`src/rtl/gpio_irq_pkg.sv`:
```
package gpio_irq_pkg;

    typedef enum logic {
        TRIG_LEVEL = 1'b0,
        TRIG_EDGE  = 1'b1
    } trig_kind_e;

    typedef struct packed {
        logic       enable;
        logic       mask;
        trig_kind_e kind;
        logic       active_high;
    } pin_cfg_t;

    function automatic logic level_is_active(input logic pin, input logic active_high);
        return ~(pin ^ active_high);
    endfunction

    function automatic logic edge_is_active(input logic now_v, input logic prev_v,
                                            input logic active_high);
        return active_high ? (now_v & ~prev_v) : (~now_v & prev_v);
    endfunction

endpackage

```
`src/rtl/gpio_pin_history.sv`:
```
module gpio_pin_history #(
    parameter int WIDTH = 8
) (
    input  logic             clk,
    input  logic             rst,
    input  logic [WIDTH-1:0] pin_now,
    output logic [WIDTH-1:0] pin_prev,
    output logic             prev_valid
);
    always_ff @(posedge clk) begin
        if (rst) begin
            pin_prev   <= '0;
            prev_valid <= 1'b0;
        end else begin
            pin_prev   <= pin_now;
            prev_valid <= 1'b1;
        end
    end
endmodule

```
`src/rtl/gpio_irq_pin_cell.sv`:
```
module gpio_irq_pin_cell
    import gpio_irq_pkg::*;
(
    input  logic     clk,
    input  logic     rst,
    input  pin_cfg_t cfg,
    input  logic     level_sync,
    input  logic     pin_now,
    input  logic     pin_prev,
    input  logic     prev_valid,
    input  logic     eoi,
    output logic     raw
);
    logic pend_q;
    logic lvl_q;
    logic active_lvl;
    logic hit;
    logic is_edge;
    logic level_src;

    assign is_edge    = (cfg.kind == TRIG_EDGE);
    assign active_lvl = level_is_active(pin_now, cfg.active_high);
    assign hit        = prev_valid & cfg.enable & is_edge
                      & edge_is_active(pin_now, pin_prev, cfg.active_high);

    always_ff @(posedge clk) begin
        if (rst) begin
            pend_q <= 1'b0;
            lvl_q  <= 1'b0;
        end else begin
            pend_q <= ((pend_q & ~eoi) | hit) & cfg.enable & is_edge;
            lvl_q  <= active_lvl;
        end
    end

    assign level_src = level_sync ? lvl_q : active_lvl;
    assign raw       = cfg.enable & (is_edge ? pend_q : level_src);
endmodule

```
`src/rtl/gpio_irq_combine.sv`:
```
module gpio_irq_combine #(
    parameter int WIDTH = 8
) (
    input  logic [WIDTH-1:0] raw,
    input  logic [WIDTH-1:0] mask,
    output logic [WIDTH-1:0] final_v,
    output logic             any
);
    assign final_v = raw & ~mask;
    assign any     = |final_v;
endmodule

```
`src/rtl/gpio_irq_ctrl.sv`:
```
module gpio_irq_ctrl
    import gpio_irq_pkg::*;
#(
    parameter int NUM_PINS = 8
) (
    input  logic                clk,
    input  logic                rst,
    input  logic [NUM_PINS-1:0] pin_in,
    input  logic [NUM_PINS-1:0] cfg_enable,
    input  logic [NUM_PINS-1:0] cfg_mask,
    input  logic [NUM_PINS-1:0] cfg_is_edge,
    input  logic [NUM_PINS-1:0] cfg_polarity,
    input  logic                cfg_level_sync,
    input  logic [NUM_PINS-1:0] eoi_pulse,
    output logic [NUM_PINS-1:0] raw_status,
    output logic [NUM_PINS-1:0] final_status,
    output logic                irq_out
);
    logic [NUM_PINS-1:0] pin_prev;
    logic                prev_valid;
    pin_cfg_t            pin_cfg [NUM_PINS];

    gpio_pin_history #(.WIDTH(NUM_PINS)) u_hist (
        .clk        (clk),
        .rst        (rst),
        .pin_now    (pin_in),
        .pin_prev   (pin_prev),
        .prev_valid (prev_valid)
    );

    for (genvar i = 0; i < NUM_PINS; i++) begin : g_pin
        assign pin_cfg[i] = '{enable:      cfg_enable[i],
                              mask:        cfg_mask[i],
                              kind:        trig_kind_e'(cfg_is_edge[i]),
                              active_high: cfg_polarity[i]};

        gpio_irq_pin_cell u_cell (
            .clk        (clk),
            .rst        (rst),
            .cfg        (pin_cfg[i]),
            .level_sync (cfg_level_sync),
            .pin_now    (pin_in[i]),
            .pin_prev   (pin_prev[i]),
            .prev_valid (prev_valid),
            .eoi        (eoi_pulse[i]),
            .raw        (raw_status[i])
        );
    end

    gpio_irq_combine #(.WIDTH(NUM_PINS)) u_comb (
        .raw     (raw_status),
        .mask    (cfg_mask),
        .final_v (final_status),
        .any     (irq_out)
    );
endmodule

```
`config.mk`:
```
export PLATFORM = sky130hd
export DESIGN_NAME = gpio_irq_ctrl
export DESIGN_NICKNAME = d
export VERILOG_FILES = /design/src/rtl/gpio_irq_pkg.sv /design/src/rtl/gpio_pin_history.sv /design/src/rtl/gpio_irq_pin_cell.sv /design/src/rtl/gpio_irq_combine.sv /design/src/rtl/gpio_irq_ctrl.sv
export SDC_FILE = /design/constraint.sdc
export NUM_CORES = 1
export LEC_CHECK = 0
export BUFFER_PORTS_ARGS = -buffer_cell sky130_fd_sc_hd__buf_2
export CAP_MARGIN = 20
export CORE_ASPECT_RATIO = 0.7
export CORE_MARGIN = 2
export CORE_UTILIZATION = 25
export CTS_BUF_LIST = sky130_fd_sc_hd__clkbuf_16
export CTS_CLUSTER_DIAMETER = 80
export DETAILED_ROUTE_END_ITERATION = 6
export PLACE_DENSITY_LB_ADDON = 0.3
export SLEW_MARGIN = 20
export SYNTH_ARGS = -nofsm -noshare
export SYNTH_HDL_FRONTEND = slang
export SYNTH_SLANG_ARGS = --single-unit
```
`constraint.sdc`:
```
create_clock -name clk -period 4.4 [get_ports clk]
set_clock_uncertainty 0.15 [all_clocks]
set_input_delay 0.44 -clock clk [delete_from_list [all_inputs] [get_ports clk]]
set_output_delay 0.44 -clock clk [all_outputs]
set_load 0.005 [all_outputs]
```
# Yosys cells after proc, flatten, opt, wreduce, memory -nomap -nowiden
# Cells that the tools add are included.
# W data, S select, Z words.
[op_classes]
n_addsub = 0
n_mul = 0
n_div = 0
magnitude_cmp = 0
n_eq_ne = 0
shift = 0
muxes = 25
n_bitwise = 122
reduce_logical = 1
[op_table]
columns = ["cell", "n"]
rows = [
  ["$and A1 B1 Y1", 72],
  ["$not A1 Y1", 32],
  ["$mux W1", 25],
  ["$and A8 B8 Y8", 1],
  ["$not A8 Y8", 1],
  ["$or A1 B1 Y1", 8],
  ["$reduce_or A8 Y1", 1],
  ["$xor A1 B1 Y1", 8],
]
[totals]
reg_bits = 25
latchBits = 0
ramBits = 0
rom_bits = 0
input_bits = 51
out_inout_bits = 17
word_cells = 166
mem_count = 0

# Logic depth before layout (Yosys ltp)
[depth]
ltp_word = 7
depth_mapped = 6
mapped_depth_nobuf = 5

# Cells and area by module
# Synthesis repeated with hierarchy kept, for this count alone.
[hier_totals]
cells_unflattened = 133
area_unflattened_um2 = 1291.2
[modules_own_cells]
columns = ["module", "instances", "cells_per_inst", "area_per_inst_um2", "seq_area_each_um2"]
rows = [
  ["gpio_irq_pin_cell", 8, 13, 120.1, 40.0],
  ["gpio_pin_history", 1, 18, 234.0, 180.2],
  ["gpio_irq_combine", 1, 11, 96.3, 0.0],
]

# Worst setup path before layout
# Ideal clock, no wire load.
[synth_timing]
path_kind = "input to output"
start = "in cfg_level_sync"
end = "out irq_out"
arrival_ns = 1.603
required_time_ns = 3.810
setup_slack_ns = 2.207
stages = 5
n_path_buf = 1
cell_sequence = "buf_6 -> or3_1 -> nand4b_2 -> o2111ai_1 -> or4_1"
[synth_between]
elab_chain_cells = 5
elab_cells_between_ends = 26
cone_classes = "mux (16); bitwise (9); reduce/logical (1)"
[synth_lines]
columns = ["element", "line_no", "text"]
rows = [
  ["from (decl)", "gpio_irq_ctrl.sv:13", "input logic cfg_level_sync,"],
  ["$mux W1", "gpio_irq_pin_cell.sv:36", "assign level_src = level_sync ? lvl_q : active_lvl;"],
  ["$mux W1", "gpio_irq_pin_cell.sv:37", "assign raw = cfg.enable & (is_edge ? pend_q : level_src);"],
  ["$and A1 B1 Y1", "gpio_irq_pin_cell.sv:37", ""],
  ["$and A8 B8 Y8 (*)", "gpio_irq_combine.sv:9", "assign final_v = raw & ~mask;"],
  ["$reduce_or A8 Y1 (*)", "gpio_irq_combine.sv:10", "assign any = |final_v;"],
  ["to (decl)", "gpio_irq_ctrl.sv:17", "output logic irq_out"],
]
# Every way passes the cells marked *; elsewhere a longest branch is shown, timed or not.

# Final worst setup path
# Same ends and word-level chain as after synthesis.

==> run summary <==
GRT
• 12.7% — Tot GR Track Use
• 1281 — via count of the first global-routing pass
• 4.36% — met3 track demand over resource in global routing
• 19.9% — global-route track usage on met2
• 0 — sum of overflow across all layers after global routing
• met2 — Most Crowded Layer GR
• 18 — maximum number of pins on one net before global-route repair
• 16.9% — met1 track utilization from global routing
• 0 — initial antenna violation count
• 5920 um — global-route wire length before repair

Synthesis
• sky130_fd_sc_hd__dfxtp_1 — most repeated cell in the gate-level netlist after synthesis
• 0.00135 mm2 — Post-Synthesis Cell Area
• 220 — synthesized netlist net count
• 37.1% — top cell type's share of synthesized area
• 7.99 um2 — Synth Area per Inst
• sky130_fd_sc_hd__dfxtp_1 — primary flip-flop cell chosen by synthesis mapping
• 0 — number of flops mapped to enable cells by yosys
• 0 — Yosys warning count
• 29 — number of distinct library cells after synthesis
• 0% — asr flop ratio synth
• 169 — Mapped Cells
• sky130_fd_sc_hd__dfxtp_1 — most area-hungry cell type in the Yosys netlist
• 25 — number of synthesized register bits
• sky130_fd_sc_hd__dfxtp_1, sky130_fd_sc_hd__nand2_1, sky130_fd_sc_hd__nor2b_1, sky130_fd_sc_hd__xnor2_1, sky130_fd_sc_hd__buf_4 — top cells by area, synth
• 37.1% — share of the yosys chip area belonging to registers
• sky130_fd_sc_hd__dfxtp_1, sky130_fd_sc_hd__nand2_1, sky130_fd_sc_hd__inv_1, sky130_fd_sc_hd__nor2b_1 — most numerous cell types in the synthesized netlist

Power
• 304 mW/mm2 — power per cell area
• 0.000837 uW — leakage power summed over all cells
• 113 uV — Peak supply drop

Floorplanning
• 25.8% — starting density of the core
• 0.00523 mm2 — area of the core
• 22 — std cell rows
• 91.8 um — floorplan die width
• 0.00601 mm2 — Die ar.
• 68 — I/O pin cnt
• 65.5 um — vertical extent of the die

Routing
• 4.32 — via/cell ratio
• 4 — number of detailed-route iterations in the first pass
• 0 — residual antenna-violating net count after detailed routing
• 1300 — via total after detailed routing
• 11.8 um — DR WL/cell
• 18 — starting DRC count in detailed routing
• 3570 um — routed wire length
• 0 — number of remaining DRC errors

Critical path
• input port — startpoint types
• 16 — Crit Path Max Fanout
• in -> out — type of the worst setup path
• u_hist.prev_valid — reg-to-reg critical path startpoint
• irq_out — critical path endpoint
• 3 — FF-to-FF path depth
• 1.98 ns — critical path data arrival time
• output port — Crit. End Element
• 3.81 ns — required time worst endpoint
• 3.16 ns — flop-to-flop setup slack
• cfg_level_sync — launch point of the worst path
• g_pin[5].u_cell.pend_q — endpoint of the worst register-to-register path

Run
• 0 — maxcap violations

Timing
• 58.5% — final period utilization
• 0 — Final Setup Violations
• 0 — Fin. Hold Viols
• 389 MHz — highest achievable clock rate
• 0.410 ns — slew at the pin closest to its max-slew limit
• 0 ns — final setup TNS
• 72.6% — headroom to the max-slew limit
• 2.57 ns — crit path time final
• no — unrepaired setup endpoints after global routing
• 0 — max-slew violation count
• 0.267 ns — worst-case hold slack

Clock tree
• 0.06 ns — clock transition time at the flip-flop clock pins of the worst setup and hold paths
• 25 — sinks on the clock net
• 2 — CTS Buffer Depth
• 3 — CTS buffer count
• 0.26 ns — clock network latency to the later pin of the worst-skew pair
• 0 — Post-CTS Setup Bufs
• 1 — count of H-tree levels built during CTS
• 0 — hold_buf cts
• sky130_fd_sc_hd__clkbuf_16 — master cell of the clock root buffer
• yes — CTS tree
• 0 — post-CTS resize count

Run status
• complete, no violations — result of the run

Placed design
• 2820 um — HPWL after detailed placement
• 67 — I/O Buffers
• 0.00170 mm2 — area of placed instances
• 0.730 — weighted congestion reported at the end of routability-driven placement
• 297 — number of instances in the placed design

Hold path
• in -> reg — hold crit path type

Finish
• 301 — Post-Layout Cell Count
• 0 — final antenna diode count
• 31.4% — share of layout cells above drive strength 1
• 281 — # nets final
• 31.5% — Synth-to-Final Area Change
• 0.00178 mm2 — final standard cell area without fillers
• 33.9% — Core Util, Final

[area by class of cell]
type / count / area [um2]
tap: 72 / 90.1
multi-input combinational: 119 / 718
sequential: 25 / 500
timing repair buffer: 67 / 335
clock buffer: 3 / 75.1
clock inverter: 1 / 3.75
fill: 569 / 3450
inverter: 14 / 52.6
[per-layer routing]
metal	up-vias	wire [um]	share of wire, %
li1	690	-	-
met2	44	1440	40
met1	561	1810	51
met3	5	275	7.7
met5	-	0	0
met4	0	36	1.0
[placed cells by master, fill, tap and decap left out]
cell | synthesis | final
sky130_fd_sc_hd__o311a_1 | 2 | 2
sky130_fd_sc_hd__nand2_1 | 19 | 19
sky130_fd_sc_hd__xor2_1 | 1 | 1
sky130_fd_sc_hd__a2bb2oi_1 | 6 | 6
sky130_fd_sc_hd__and4_1 | 1 | 1
sky130_fd_sc_hd__nand4b_2 | 2 | 2
sky130_fd_sc_hd__inv_1 | 14 | 15
sky130_fd_sc_hd__o21ai_0 | 10 | 10
sky130_fd_sc_hd__and3_1 | 3 | 3
sky130_fd_sc_hd__nand3b_1 | 1 | 1
sky130_fd_sc_hd__clkbuf_16 | 0 | 3
sky130_fd_sc_hd__nor2_1 | 10 | 10
sky130_fd_sc_hd__xnor2_1 | 7 | 7
sky130_fd_sc_hd__nor2b_1 | 11 | 11
sky130_fd_sc_hd__or4_1 | 1 | 1
sky130_fd_sc_hd__dfxtp_1 | 25 | 25
sky130_fd_sc_hd__nand2b_1 | 2 | 2
sky130_fd_sc_hd__buf_2 | 0 | 67
sky130_fd_sc_hd__nand4b_1 | 1 | 1
sky130_fd_sc_hd__o22ai_1 | 1 | 1
sky130_fd_sc_hd__nor3b_1 | 8 | 8
sky130_fd_sc_hd__o2111ai_1 | 1 | 1
sky130_fd_sc_hd__nor3_1 | 7 | 7
sky130_fd_sc_hd__a21oi_1 | 9 | 9
sky130_fd_sc_hd__or3_1 | 5 | 5
sky130_fd_sc_hd__nand3_1 | 3 | 3
sky130_fd_sc_hd__and2_1 | 7 | 7
sky130_fd_sc_hd__and3b_1 | 1 | 1
[logic make-up (layout without fill, tap and decap cells)]
kind of cell | Yosys count | after routing | synth area share [%]
AOI/OAI and AO/OA | 29 | 29 | 13.5
xor gates and xnor gates | 8 | 8 | 5.19
buffers and inverters | 25 | 85 | 9.73
DFF | 25 | 25 | 37.1
and+or+nand+nor | 82 | 82 | 34.5
[worst min-delay path by stage]
stage / startpoint / cells after the start / endpoint / slack (ns)
final: cfg_enable[6] / 3 / g_pin[6].u_cell.pend_q / 0.27
after global routing: cfg_enable[6] / 3 / g_pin[6].u_cell.pend_q / 0.27
after CTS: cfg_enable[6] / 3 / g_pin[6].u_cell.pend_q / 0.26
after detailed placement: g_pin[7].u_cell.pend_q / 3 / g_pin[7].u_cell.pend_q / 0.46
after floorplan: rst / 1 / u_hist.pin_prev[0] / 0.36
after global placement: g_pin[4].u_cell.pend_q / 3 / g_pin[4].u_cell.pend_q / 0.45
[flip-flops by register name, indices dropped and copies added (netlist names)]
register / count
u_hist.pin_prev: 8
u_hist.prev_valid: 1
g_pin.u_cell.lvl_q: 8
g_pin.u_cell.pend_q: 8
[stage by stage]
step	worst slack, ns	total power (uW)
final	1.83	540
after global placement	1.83	344
after floorplan	2.21	299
after detailed placement	1.82	344
after global routing	1.69	571
after CTS	1.80	551
[report_power, final]
group | switching, uW | internal, uW | leakage, uW | total (uW)
Sequential | 4.63 | 237 | 0.000206 | 242
Combinational | 46.8 | 48.8 | 0.000588 | 95.6
Clock | 81.1 | 122 | 0.0000423 | 203
Total | 133 | 408 | 0.000837 | 540
[worst max-delay path, cell delays in order]
cell	delay, ns
sky130_fd_sc_hd__buf_2	0.18
sky130_fd_sc_hd__or3_1	0.38
sky130_fd_sc_hd__nand3_1	0.16
sky130_fd_sc_hd__o2111ai_1	0.18
sky130_fd_sc_hd__or4_1	0.50
sky130_fd_sc_hd__buf_2	0.14
Power figures use the tool's default switching activity.
